==> src/rtl/ext_irq_arbiter.sv <==
module ext_irq_arbiter #(
  parameter int NCPU = 64,
  parameter int AW   = 16,
  parameter int PW   = 32
) (
  input  logic                     clk,
  input  logic                     rst_n,
  input  logic                     ext_mask_open,
  input  logic [4:0]               sub_en,
  input  logic                     emg_set,
  input  logic [$clog2(NCPU)-1:0]  emg_sender,
  input  logic                     xcall_set,
  input  logic [AW-1:0]            xcall_addr,
  input  logic                     ckc_set,
  input  logic                     cpt_set,
  input  logic                     svc_valid,
  input  logic [PW-1:0]            svc_param,
  output logic                     svc_pop,
  input  logic                     deliver_req,
  output logic                     eligible_any,
  output logic                     dlv_valid,
  output logic                     dlv_error,
  output logic [15:0]              dlv_code,
  output logic [AW-1:0]            dlv_cpu_addr,
  output logic [PW-1:0]            dlv_param
);
  localparam int SW = $clog2(NCPU);
  localparam logic [15:0] C_EMG = 16'h1201;
  localparam logic [15:0] C_XC  = 16'h1202;
  localparam logic [15:0] C_CKC = 16'h1004;
  localparam logic [15:0] C_CPT = 16'h1005;
  localparam logic [15:0] C_SVC = 16'h2401;

  logic [NCPU-1:0] emg_map;
  logic            emg_pend, xc_pend, ckc_pend, cpt_pend;
  logic [AW-1:0]   xc_addr;
  logic [4:0]      elig, grant;
  logic [SW-1:0]   lo_idx;
  logic [NCPU-1:0] clr_bit, set_bit, map_left;
  logic            take;

  assign elig = {svc_valid & sub_en[4], cpt_pend & sub_en[3], ckc_pend & sub_en[2],
                 xc_pend & sub_en[1], emg_pend & sub_en[0]};
  assign grant        = elig & ~(elig - 5'd1);
  assign eligible_any = |elig;
  assign take         = deliver_req & ext_mask_open & eligible_any;
  assign svc_pop      = take & grant[4];

  always_comb begin
    lo_idx = '0;
    for (int i = NCPU - 1; i >= 0; i--)
      if (emg_map[i]) lo_idx = SW'(i);
  end

  assign clr_bit  = (take & grant[0]) ? (NCPU'(1) << lo_idx) : '0;
  assign set_bit  = emg_set ? (NCPU'(1) << emg_sender) : '0;
  assign map_left = emg_map & ~clr_bit;

  always_ff @(posedge clk) begin
    if (!rst_n) begin
      emg_map  <= '0;
      emg_pend <= 1'b0;
      xc_pend  <= 1'b0;
      ckc_pend <= 1'b0;
      cpt_pend <= 1'b0;
      xc_addr  <= '0;
    end else begin
      emg_map <= map_left | set_bit;
      if (emg_set) emg_pend <= 1'b1;
      else if (take && grant[0] && map_left == '0) emg_pend <= 1'b0;
      if (xcall_set) begin
        xc_pend <= 1'b1;
        xc_addr <= xcall_addr;
      end else if (take && grant[1]) xc_pend <= 1'b0;
      if (ckc_set) ckc_pend <= 1'b1;
      else if (take && grant[2]) ckc_pend <= 1'b0;
      if (cpt_set) cpt_pend <= 1'b1;
      else if (take && grant[3]) cpt_pend <= 1'b0;
    end
  end

  always_ff @(posedge clk) begin
    if (!rst_n) begin
      dlv_valid    <= 1'b0;
      dlv_error    <= 1'b0;
      dlv_code     <= '0;
      dlv_cpu_addr <= '0;
      dlv_param    <= '0;
    end else begin
      dlv_valid    <= take;
      dlv_error    <= deliver_req & ~take;
      dlv_code     <= '0;
      dlv_cpu_addr <= '0;
      dlv_param    <= '0;
      if (take) begin
        unique case (1'b1)
          grant[0]: begin dlv_code <= C_EMG; dlv_cpu_addr <= AW'(lo_idx); end
          grant[1]: begin dlv_code <= C_XC;  dlv_cpu_addr <= xc_addr; end
          grant[2]: dlv_code <= C_CKC;
          grant[3]: dlv_code <= C_CPT;
          default:  begin dlv_code <= C_SVC; dlv_param <= svc_param; end
        endcase
      end
    end
  end

  p_grant_onehot_r1: assert property (@(posedge clk) disable iff (!rst_n)
    $onehot0(grant));
  p_emg_one_bit_r3: assert property (@(posedge clk) disable iff (!rst_n)
    take && grant[0] && !emg_set |=> $countones(emg_map) == $countones($past(emg_map)) - 1);
  p_emg_flag_r4: assert property (@(posedge clk) disable iff (!rst_n)
    emg_pend == (|emg_map));
  p_timer_addr_r6: assert property (@(posedge clk) disable iff (!rst_n)
    dlv_valid && (dlv_code == C_CKC || dlv_code == C_CPT) |-> dlv_cpu_addr == '0);
  p_pop_valid_r7: assert property (@(posedge clk) disable iff (!rst_n)
    svc_pop |-> svc_valid);
  p_err_mask_r8: assert property (@(posedge clk) disable iff (!rst_n)
    deliver_req && !ext_mask_open |=> dlv_error && !dlv_valid);
  p_strobe_excl_r10: assert property (@(posedge clk) disable iff (!rst_n)
    !(dlv_valid && dlv_error));
endmodule

==> config.mk <==
export PLATFORM = sky130hd
export DESIGN_NAME = ext_irq_arbiter
export DESIGN_NICKNAME = d
export VERILOG_FILES = /design/src/rtl/ext_irq_arbiter.sv
export SDC_FILE = /design/constraint.sdc
export NUM_CORES = 1
export LEC_CHECK = 0
export BUFFER_PORTS_ARGS = -buffer_cell sky130_fd_sc_hd__buf_2
export CAP_MARGIN = 20
export CORE_MARGIN = 2
export CORE_UTILIZATION = 55
export CTS_BUF_LIST = sky130_fd_sc_hd__clkbuf_16
export CTS_CLUSTER_SIZE = 16
export DETAILED_ROUTE_END_ITERATION = 16
export PLACE_DENSITY = 0.87
export SYNTH_ARGS = -nofsm -noshare
export SYNTH_HDL_FRONTEND = slang
export SYNTH_SLANG_ARGS = --single-unit
export TNS_END_PERCENT = 30
==> constraint.sdc <==
create_clock -name clk -period 4.2 [get_ports clk]
set_input_delay 0.63 -clock clk [delete_from_list [all_inputs] [get_ports clk]]
set_output_delay 0.63 -clock clk [all_outputs]
set_load 0.02 [all_outputs]
; Word level (Yosys, flattened, before mapping)
; Cells that the tools add are included.
[op_classes]
n_addsub = 1
shift = 2
mux = 76
bitwise_logic = 17
n_reduce_logical = 13
[ops]
columns = cell, count
row1 = 6-bit two-way mux, 64
row2 = 64-bit two-way mux, 2
row3 = 1-bit by 6-bit << shifter with 64-bit output (first input constant), 2
row4 = 64-bit AND, 1
row5 = 64-bit zero test, 1
row6 = 64-bit NOT, 1
row7 = 64-bit bitwise OR, 1
row8 = 14-bit case mux with 4 select lines, 1
row9 = 16-bit case mux with 2 select lines, 1
row10 = 1-bit AND, 10
row11 = 1-bit two-way mux, 8
row12 = 2-bit nonzero test, 4
row13 = 6-bit OR reduction, 1
row14 = 5-bit AND, 1
row15 = 1-bit logical AND, 5
row16 = 5-bit NOT, 1
row17 = 5-bit OR reduction, 1
row18 = 5-bit by 1-bit subtractor with 5-bit output (second input constant), 1
row19 = 1-bit NOT, 2
row20 = 2-bit AND reduction, 1
[word_totals]
regBits = 150
in_bits = 68
output_inout_bits = 68
elab_cells = 120

; Depth between registers and ports, before layout
; Gate-level depths: netlist of run 1.
[depth]
word_depth = 72
depth_mapped = 13
ltp_nobuf = 10

; Least setup slack after synthesis of run 1
; Ideal clock, no wire load.
[synth_path]
kind = register to register
from = register emg_map[56]
to = register emg_pend
t_arrival_ps = 3154
t_required_ps = 4069
slack_ps = 915
stages_incl_launch_ff = 11
cell_sequence = dfxtp_1 > or4_1 > or4b_4 > o31ai_4 > nand2_2 > or3_4 > o31a_1 > a2111oi_2 > nand4_1 > nor4_1 > a31oi_1
[synth_via]
elab_chain_len = 64
[synth_rtl]
columns = element, line
row1 = "start, declared", 34  ; logic [NCPU-1:0] emg_map;
row2 = "start signal, assigned", 68  ; emg_map <= map_left | set_bit;
row3 = 6-bit two-way mux (57 in series), 52  ; if (emg_map[i]) lo_idx = SW'(i);
row4 = 1-bit by 6-bit << shifter with 64-bit output, 55  ; assign clr_bit = (take & grant[0]) ? (NCPU'(1) << lo_idx) : '0;
row5 = 64-bit two-way mux, 55
row6 = 64-bit NOT, 57  ; assign map_left = emg_map & ~clr_bit;
row7 = 64-bit AND (*), 57
row8 = 64-bit zero test (*), 70  ; else if (take && grant[0] && map_left == '0) emg_pend <= 1'b0;
row9 = 1-bit logical AND (*), 70
row10 = 2-bit nonzero test (no line) (*), n/a
row11 = "end signal, assigned", 62  ; emg_pend <= 1'b0;
row12 = "end signal, assigned", 69  ; if (emg_set) emg_pend <= 1'b1;
row13 = "end signal, assigned", 70
row14 = "end, declared", 35  ; logic emg_pend, xc_pend, ckc_pend, cpt_pend;
; Mark *: on every way between the ends. The rest lies on a longest branch, timed or not.
; A chain may end at the register's enable or synchronous reset.

; Final worst setup path of run 1
; Ends and elaborated chain as after synthesis.

==> impl_results.html, run 1 <==
<table>
<tr><th>Metric</th><th>Value</th></tr>
<tr><th colspan="2">Cells and area</th></tr>
<tr><td>Share of cells above drive strength 1</td><td>20.98%</td></tr>
<tr><td>Number of fill cells in the layout</td><td>roughly 940</td></tr>
<tr><td>Finished Layout Cells</td><td>1044</td></tr>
<tr><td>Area of all placed cells without fillers</td><td>7893 um2</td></tr>
<tr><td>Fin nets</td><td>956</td></tr>
<tr><td>Area growth from synthesis to layout</td><td>21.56%</td></tr>
<tr><td>Antenna Diode Count</td><td>0</td></tr>
<tr><th colspan="2">Clock tree</th></tr>
<tr><td>Total of hold buffers inserted after clock tree synthesis</td><td>0</td></tr>
<tr><td>Inserted Clock Buffers</td><td>17</td></tr>
<tr><td>Post-CTS Setup Repair Bufs</td><td>0</td></tr>
<tr><td>CTS tree</td><td>built</td></tr>
<tr><td>Maximum level of the CTS H-tree</td><td>4</td></tr>
<tr><td>Post-CTS resize count</td><td>0</td></tr>
<tr><td>Clk Latency, worst-skew pair</td><td>0.43 ns</td></tr>
<tr><td>Clock transition at the registers of the reported paths</td><td>0.07 ns</td></tr>
<tr><td>Count of clock tree sinks</td><td>140</td></tr>
<tr><td>CTS root buffer</td><td>sky130_fd_sc_hd__clkbuf_16</td></tr>
<tr><td>Max clock buf depth</td><td>2</td></tr>
<tr><th colspan="2">Route</th></tr>
<tr><td>Number of iterations in the first detailed-routing pass</td><td>5</td></tr>
<tr><td>Routed vias</td><td>6605</td></tr>
<tr><td>Number of vias per cell after detailed routing</td><td>6.327</td></tr>
<tr><td>Violation count after the first detailed-routing iteration</td><td>906</td></tr>
<tr><td># DRC</td><td>0</td></tr>
<tr><td>Antenna-violating nets left</td><td>0</td></tr>
<tr><td>Average routed wire per standard cell</td><td>21.86 um</td></tr>
<tr><td>Total detailed-routing wirelength</td><td>22820 um</td></tr>
<tr><th colspan="2">Place</th></tr>
<tr><td>Post-Place Cells</td><td>roughly 1000</td></tr>
<tr><td>Placed inst area</td><td>7305 um2</td></tr>
<tr><td>Count of input and output buffers</td><td>126</td></tr>
<tr><td>DP HPWL</td><td>~17000 um</td></tr>
<tr><td>Worst slack at placement</td><td>0.4153 ns</td></tr>
<tr><td>Placer Congestion</td><td>1.046</td></tr>
<tr><th colspan="2">Floorplan</th></tr>
<tr><td>Y dimension of the die</td><td>112.7 um</td></tr>
<tr><td>Die Outline Area</td><td>roughly 13000 um2</td></tr>
<tr><td>Row cnt</td><td>39</td></tr>
<tr><td>Number of ports placed on the die boundary</td><td>136</td></tr>
<tr><td>Die width</td><td>112.7 um</td></tr>
<tr><td>Core area</td><td>11470 um2</td></tr>
<tr><td>Initial Util</td><td>roughly 57%</td></tr>
<tr><th colspan="2">STA</th></tr>
<tr><td>Worst slew pin tran</td><td>approximately 1.2 ns</td></tr>
<tr><td>Clk_skew</td><td>0.008882 ns</td></tr>
<tr><td>Hold Vio Cnt, Final</td><td>0</td></tr>
<tr><td>Final critical-path share of the clock period</td><td>93.45%</td></tr>
<tr><td>Final setup vio count</td><td>0</td></tr>
<tr><td>Max Freq</td><td>254.8 MHz</td></tr>
<tr><td>Smallest setup slack after layout</td><td>0.2751 ns</td></tr>
<tr><td>Setup TNS after final layout</td><td>0 ns</td></tr>
<tr><td>Shortest period the worst path allows</td><td>3.925 ns</td></tr>
<tr><td>RSZ-0062 raised after global routing</td><td>false</td></tr>
<tr><td>Max-Slew Margin vs Limit</td><td>20.43%</td></tr>
<tr><td>Final count of pins violating max slew</td><td>0</td></tr>
<tr><th colspan="2">Synthesis</th></tr>
<tr><td>Netlist area before placement</td><td>6492 um2</td></tr>
<tr><td>Ys async rst share</td><td>0%</td></tr>
<tr><td>Yosys reg bits</td><td>140</td></tr>
<tr><td>Count of synthesis-stage warnings from yosys</td><td>0</td></tr>
<tr><td>Cells after synthesis</td><td>758</td></tr>
<tr><td>EDFF count, synth</td><td>0</td></tr>
<tr><td>Average footprint of a synthesized cell</td><td>8.565 um2</td></tr>
<tr><td>Number of distinct library cell variants in the gate-level netlist after synthesis</td><td>58</td></tr>
<tr><td>Proportion of synthesized chip area in sequential cells</td><td>~43%</td></tr>
<tr><td>Ys flop type</td><td>sky130_fd_sc_hd__dfxtp_1</td></tr>
<tr><th colspan="2">GRT</th></tr>
<tr><td>Maximum number of pins on one net before global-route repair</td><td>87</td></tr>
<tr><td>Global-route wire length before repair</td><td>34810 um</td></tr>
<tr><td>Number of antenna violations at the first check in global routing</td><td>1</td></tr>
<tr><td>Global route overflow</td><td>0</td></tr>
<tr><td>Vias in the first global route</td><td>6242</td></tr>
<tr><td>Overall Global Routing Usage</td><td>about 36%</td></tr>
<tr><th colspan="2">Pwr</th></tr>
<tr><td>Largest vdd supply drop</td><td>just under 0.5 mV</td></tr>
<tr><td>Leakage component of the power</td><td>3.264 nW</td></tr>
<tr><td>Total power</td><td>between 3 and 4 mW</td></tr>
<tr><td>PwrDens</td><td>between 400 and 500 nW/um2</td></tr>
<tr><th colspan="2">Flow run</th></tr>
<tr><td>MaxCap Viol Count</td><td>0</td></tr>
<tr><th colspan="2">Critical path</th></tr>
<tr><td>Crit path kind</td><td>reg -&gt; reg</td></tr>
<tr><td>Worst Path Max Fanout</td><td>6</td></tr>
<tr><td>Element type at the critical path end</td><td>register</td></tr>
<tr><td>WP data required</td><td>4.50 ns</td></tr>
<tr><td>Signal arrival time at the worst endpoint</td><td>4.23 ns</td></tr>
<tr><td>Startpoint type of the worst setup path</td><td>register</td></tr>
<tr><th colspan="2">Worst hold path</th></tr>
<tr><td>Type of the worst min-delay path</td><td>in -&gt; reg</td></tr>
<tr><th colspan="2">Run status</th></tr>
<tr><td>Outcome</td><td>complete, no violations</td></tr>
</table>
[layout make-up]
type	instances	area, um2	share of cell area (%)
Clock buffer	17	425.4	5.390
Clock inverter	15	162.7	2.061
Inverter	13	48.80	0.6183
Multi-Input combinational cell	566	3463	43.88
Sequential cell	140	2803	35.51
Tap cell	143	178.9	2.267
Timing Repair Buffer	150	810.8	10.27
[flip-flops by register name (all words and copies together), names as in the netlist]
register,count
xc_pend,1
dlv_param,32
dlv_valid,1
dlv_code,6
dlv_cpu_addr,16
ckc_pend,1
xc_addr,16
emg_map,64
cpt_pend,1
emg_pend,1
dlv_error,1
[per-layer routing]
layer	up-vias	track usage [%]	routed length [um]
li1	3024	-	-
met1	3086	46.89	8993
met2	407	54.33	10240
met3	88	10.04	2529
met4	0	18.94	1055
met5	-	0	0
[through the flow]
stage	hold slack [ns]	utilization [%]
final	0.4030	68.83
after global routing	0.3942	68.83
after CTS	0.3925	68.83
after detailed placement	0.4421	63.70
after global placement	0.4322	63.70
after floorplan	0.4244	-
[cell usage in the layout (no fill, tap or decap), types with 15 or more instances in the layout]
master                        n
sky130_fd_sc_hd__mux2i_1     16
sky130_fd_sc_hd__o21ai_0     42
sky130_fd_sc_hd__nor4_1      37
sky130_fd_sc_hd__a21boi_0    45
sky130_fd_sc_hd__and2_1      47
sky130_fd_sc_hd__nor2_1      48
sky130_fd_sc_hd__o21a_1      19
sky130_fd_sc_hd__o31ai_1     15
sky130_fd_sc_hd__buf_4       24
sky130_fd_sc_hd__buf_2      126
sky130_fd_sc_hd__nor2b_1     30
sky130_fd_sc_hd__a21oi_1     23
sky130_fd_sc_hd__dfxtp_1    140
sky130_fd_sc_hd__nand2_1     74
sky130_fd_sc_hd__nand3_1     16
sky130_fd_sc_hd__nor3_1      23
sky130_fd_sc_hd__clkbuf_16   17
sky130_fd_sc_hd__o31a_1      18
[worst max-delay path, stage by stage, from the launching register on]
cell and delay [ns]:
sky130_fd_sc_hd__dfxtp_1 0.37, sky130_fd_sc_hd__or4_1 0.61, sky130_fd_sc_hd__or4b_4 0.60, sky130_fd_sc_hd__o31ai_4 0.32, sky130_fd_sc_hd__nand2_2 0.12, sky130_fd_sc_hd__or3_4 0.39
sky130_fd_sc_hd__o41ai_1 0.71, sky130_fd_sc_hd__buf_4 0.22, sky130_fd_sc_hd__o2111ai_1 0.09, sky130_fd_sc_hd__nor4_1 0.24, sky130_fd_sc_hd__a31oi_1 0.12
[kinds of logic (layout without fill, tap and decap cells)]
logic type,count (synthesis),in the layout,share of synthesized area [%]
muxes,16,16,2.467
AOI/OAI and AO/OA,212,212,23.32
DFF,140,140,43.17
and+or+nand+nor,329,329,26.94
buffers and inverters,60,195,4.047
other,1,9,0.05776
[cell usage after synthesis, drive strengths merged, types with 7 or more instances]
cell    number  share of area [%]
dfxtp      140                 43
nand2       75                4.4
nor2        48                2.8
and2        47                4.5
a21boi      45                5.2
o21ai       44                3.4
nor4        38                3.8
clkbuf      36                2.1
nor2b       30                2.9
a21oi       23                1.8
nor3        23                1.8
o21a        19                2.2
o31a        18                2.4
mux2i       16                2.5
nand3       16                1.2
o31ai       16                2.1
or3         15                1.5
inv         13               0.75
nand4       13                1.3
buf         11                1.2
or4          7               0.81
[power by group]
group,leakage [nW],total [mW],switching [mW],internal [mW]
sequential,1.13,1.37,0.0163,1.35
clock,0.282,1.50,0.616,0.885
combinational,1.85,0.396,0.267,0.129
[path summary, 6_finish.rpt]
check / startpoint / endpoint / slack (ns) / cells after the start
hold / removal: svc_param[22] / dlv_param[22] / 0.40 / 2
setup / recovery: emg_map[56] / emg_pend / 0.28 / 10
setup reg to reg: emg_map[56] / emg_pend / 0.28 / 10
hold reg to reg: xc_addr[15] / dlv_cpu_addr[15] / 0.45 / 1
Note: power is estimated with default switching activity, not from simulation.
==> run 2: changes to the inputs <==
- CORE_UTILIZATION: 55 -> 30
- PLACE_DENSITY: 0.87 -> 0.56
==> run 2 against run 1 <==
  * Clock-buffer cell count stayed put
  * Power up 0.56%
  * Via count fell by 4.3%
  * Highest routed layer unchanged
  * Sequential share of layout area is 0.94 points lower
  * Final area rose by 2.7%
  * Clock skew increased by 0.0021 ns
  * Worst hold slack got worse by 0.017 ns
  * Die area up 80%
  * Global-route usage shrank 15 points
==> impl_results.html, run 2 (synthesized netlist as in run 1, its figures left out) <==
<table>
<tr><th>Metric</th><th>Value</th></tr>
<tr><th colspan="2">Pwr</th></tr>
<tr><td>Comb pwr share</td><td>12.5% (was 12.1%)</td></tr>
<tr><td>Leakage component of the power</td><td>3.292 nW (was 3.264 nW)</td></tr>
<tr><td>Reg power frac</td><td>41.6% (was 41.9%)</td></tr>
<tr><td>Net switching power of the design</td><td>955.2 uW (was 898.8 uW)</td></tr>
<tr><td>Largest vdd supply drop</td><td>0.2293 mV (was 0.4898 mV)</td></tr>
<tr><td>PwrDens</td><td>405.1 nW/um2 (was 413.8 nW/um2)</td></tr>
<tr><td>Int Pwr</td><td>2.329 mW (was 2.367 mW)</td></tr>
<tr><td>Proportion of total power due to net switching</td><td>29.08% (was 27.52%)</td></tr>
<tr><td>Relative contribution of the clock network to total power</td><td>45.8% (was 46.0%)</td></tr>
<tr><td>Total power</td><td>3.284 mW (was 3.266 mW)</td></tr>
<tr><th colspan="2">Clock tree</th></tr>
<tr><td>Clk Latency, worst-skew pair</td><td>0.43 ns (about the same)</td></tr>
<tr><td>Maximum level of the CTS H-tree</td><td>4 (unchanged)</td></tr>
<tr><td>Inserted Clock Buffers</td><td>17 (unchanged)</td></tr>
<tr><td>CTS root buffer</td><td>sky130_fd_sc_hd__clkbuf_16 (unchanged)</td></tr>
<tr><td>Max clock buf depth</td><td>2 (unchanged)</td></tr>
<tr><td>Total of hold buffers inserted after clock tree synthesis</td><td>0 (unchanged)</td></tr>
<tr><td>Post-CTS resize count</td><td>0 (unchanged)</td></tr>
<tr><td>Post-CTS Setup Repair Bufs</td><td>0 (unchanged)</td></tr>
<tr><td>CTS tree</td><td>built (unchanged)</td></tr>
<tr><td>Count of clock tree sinks</td><td>140 (unchanged)</td></tr>
<tr><td>Clock transition at the registers of the reported paths</td><td>0.07 ns (about the same)</td></tr>
<tr><th colspan="2">STA</th></tr>
<tr><td>RSZ-0062 raised after global routing</td><td>false (unchanged)</td></tr>
<tr><td>Final setup vio count</td><td>0 (unchanged)</td></tr>
<tr><td>Final count of pins violating max slew</td><td>0 (unchanged)</td></tr>
<tr><td>Max-Slew Margin vs Limit</td><td>23.74% (was 20.43%)</td></tr>
<tr><td>Clk_skew</td><td>0.01094 ns (was 0.008882 ns)</td></tr>
<tr><td>Hold Vio Cnt, Final</td><td>0 (unchanged)</td></tr>
<tr><td>Hold WS</td><td>0.3865 ns (was 0.4030 ns)</td></tr>
<tr><td>Final critical-path share of the clock period</td><td>93.77% (was 93.45%)</td></tr>
<tr><td>Shortest period the worst path allows</td><td>3.938 ns (was 3.925 ns)</td></tr>
<tr><td>Worst slew pin tran</td><td>1.135 ns (was 1.184 ns)</td></tr>
<tr><td>Setup TNS after final layout</td><td>0 ns (unchanged)</td></tr>
<tr><td>Max Freq</td><td>253.9 MHz (was 254.8 MHz)</td></tr>
<tr><th colspan="2">GRT</th></tr>
<tr><td>Overall Global Routing Usage</td><td>21.20% (was 35.96%)</td></tr>
<tr><td>Vias in the first global route</td><td>5911 (was 6242)</td></tr>
<tr><td>Global route overflow</td><td>0 (unchanged)</td></tr>
<tr><td>Global-route wire length before repair</td><td>35800 um (was 34810 um)</td></tr>
<tr><td>Maximum number of pins on one net before global-route repair</td><td>34 (was 87)</td></tr>
<tr><td>Number of antenna violations at the first check in global routing</td><td>0 (was 1)</td></tr>
<tr><th colspan="2">Floorplan</th></tr>
<tr><td>Die Outline Area</td><td>22830 um2 (was 12690 um2)</td></tr>
<tr><td>Y dimension of the die</td><td>151.1 um (was 112.7 um)</td></tr>
<tr><td>Row cnt</td><td>53 (was 39)</td></tr>
<tr><td>Die width</td><td>151.1 um (was 112.7 um)</td></tr>
<tr><td>Core area</td><td>21150 um2 (was 11470 um2)</td></tr>
<tr><td>Initial Util</td><td>30.69% (was 56.62%)</td></tr>
<tr><td>Number of ports placed on the die boundary</td><td>136 (unchanged)</td></tr>
<tr><th colspan="2">Place</th></tr>
<tr><td>Placer Congestion</td><td>1.041 (was 1.046)</td></tr>
<tr><td>Count of input and output buffers</td><td>126 (unchanged)</td></tr>
<tr><td>DP HPWL</td><td>18390 um (was 16760 um)</td></tr>
<tr><th colspan="2">Route</th></tr>
<tr><td>Number of vias per cell after detailed routing</td><td>5.349 (was 6.327)</td></tr>
<tr><td>Antenna-violating nets left</td><td>0 (unchanged)</td></tr>
<tr><td>Number of iterations in the first detailed-routing pass</td><td>6 (was 5)</td></tr>
<tr><td>Routed vias</td><td>6322 (was 6605)</td></tr>
<tr><td>Average routed wire per standard cell</td><td>20.34 um (was 21.86 um)</td></tr>
<tr><td>Violation count after the first detailed-routing iteration</td><td>661 (was 906)</td></tr>
<tr><td>Total detailed-routing wirelength</td><td>24040 um (was 22820 um)</td></tr>
<tr><td># DRC</td><td>0 (unchanged)</td></tr>
<tr><th colspan="2">Critical path</th></tr>
<tr><td>Element type at the critical path end</td><td>register (unchanged)</td></tr>
<tr><td>WP data required</td><td>4.51 ns (was 4.50 ns)</td></tr>
<tr><td>Worst Path Max Fanout</td><td>10 (was 6)</td></tr>
<tr><td>Startpoint type of the worst setup path</td><td>register (unchanged)</td></tr>
<tr><td>Crit path kind</td><td>reg -&gt; reg (unchanged)</td></tr>
<tr><td>Signal arrival time at the worst endpoint</td><td>4.24 ns (was 4.23 ns)</td></tr>
<tr><th colspan="2">Cells and area</th></tr>
<tr><td>Max FFs per register</td><td>64 (unchanged)</td></tr>
<tr><td>Fin nets</td><td>961 (was 956)</td></tr>
<tr><td>Regs by FF count</td><td>emg_map: 64 flops, dlv_param: 32 flops (unchanged)</td></tr>
<tr><td>Commonest cells after routing, fill and taps aside</td><td>140 x sky130_fd_sc_hd__dfxtp_1, 126 x sky130_fd_sc_hd__buf_2, 74 x sky130_fd_sc_hd__nand2_1 (unchanged)</td></tr>
<tr><td>Most common library cell in the layout ignoring fill and taps</td><td>sky130_fd_sc_hd__dfxtp_1 (unchanged)</td></tr>
<tr><td>Largest reg by FF count</td><td>emg_map (unchanged)</td></tr>
<tr><td>Area growth from synthesis to layout</td><td>24.86% (was 21.56%)</td></tr>
<tr><td>Share of cells above drive strength 1</td><td>21.63% (was 20.98%)</td></tr>
<tr><th colspan="2">Worst hold path</th></tr>
<tr><td>Type of the worst min-delay path</td><td>in -&gt; reg (unchanged)</td></tr>
<tr><th colspan="2">Run status</th></tr>
<tr><td>Outcome</td><td>complete, no violations (unchanged)</td></tr>
<tr><th colspan="2">Flow run</th></tr>
<tr><td>MaxCap Viol Count</td><td>0 (unchanged)</td></tr>
</table>
==> run 2: worst max-delay path: stages, from the launching register on <==
cell and delay (ns):
sky130_fd_sc_hd__dfxtp_1 0.35, sky130_fd_sc_hd__or4_1 0.59, sky130_fd_sc_hd__o211ai_1 0.30, sky130_fd_sc_hd__a221oi_1 0.14
sky130_fd_sc_hd__nor2_1 0.59, sky130_fd_sc_hd__nand3_1 0.25, sky130_fd_sc_hd__buf_4 0.22, sky130_fd_sc_hd__o41ai_1 0.46
sky130_fd_sc_hd__o2111a_1 0.31, sky130_fd_sc_hd__o211ai_1 0.13, sky130_fd_sc_hd__nor4_1 0.35, sky130_fd_sc_hd__a31oi_1 0.12
==> run 2: area by class of cell <==
type	instances	area [um2]
well taps	275	344.1
multi-input cells	566	3470
fillers	2160	13050
flip-flops and latches	140	2803
repair buffers	155	860.8
diodes	1	2.502
clock buffers	17	425.4
inverters	13	48.80
clock inverters	15	152.6
==> run 2: worst paths after layout <==
kind / end / slack [ns] / startpoint / cells past startpoint
hold reg to reg: dlv_cpu_addr[11] / 0.46 / xc_addr[11] / 1
setup reg to reg: emg_pend / 0.26 / emg_map[56] / 11
setup / recovery: emg_pend / 0.26 / emg_map[56] / 11
hold / removal: dlv_error / 0.39 / ext_mask_open / 2
==> run 2: routing by layer <==
metal	track usage, %	vias to the layer above	routed length (um)
li1	-	3040	-
met1	28.05	2932	10250
met2	31.73	292	10980
met3	5.663	58	1826
met4	10.79	0	984
met5	0	-	0
==> run 2: power groups by stage <==
stage	Combinational (mW)	Clock (mW)	Sequential [mW]
2_1_floorplan	0.223	0	1.40
4_1_cts	0.401	1.53	1.37
5_1_grt	0.434	1.59	1.37
3_5_place_dp	0.399	0	1.40
6_report	0.412	1.50	1.37
3_3_place_gp	0.409	0	1.40
==> run 2: stage by stage <==
step           util [%]  instance area (um2)  std cells  setup slack, ns
6_report          38.32                 8107       1182           0.2618
5_1_grt           38.31                 8104       1181           0.1114
4_1_cts           38.28                 8098       1181           0.2193
3_5_place_dp      35.55                 7520       1149           0.2437
3_3_place_gp      35.51                 7512       1148           0.1440
2_1_floorplan         -                 6523        766           0.9145
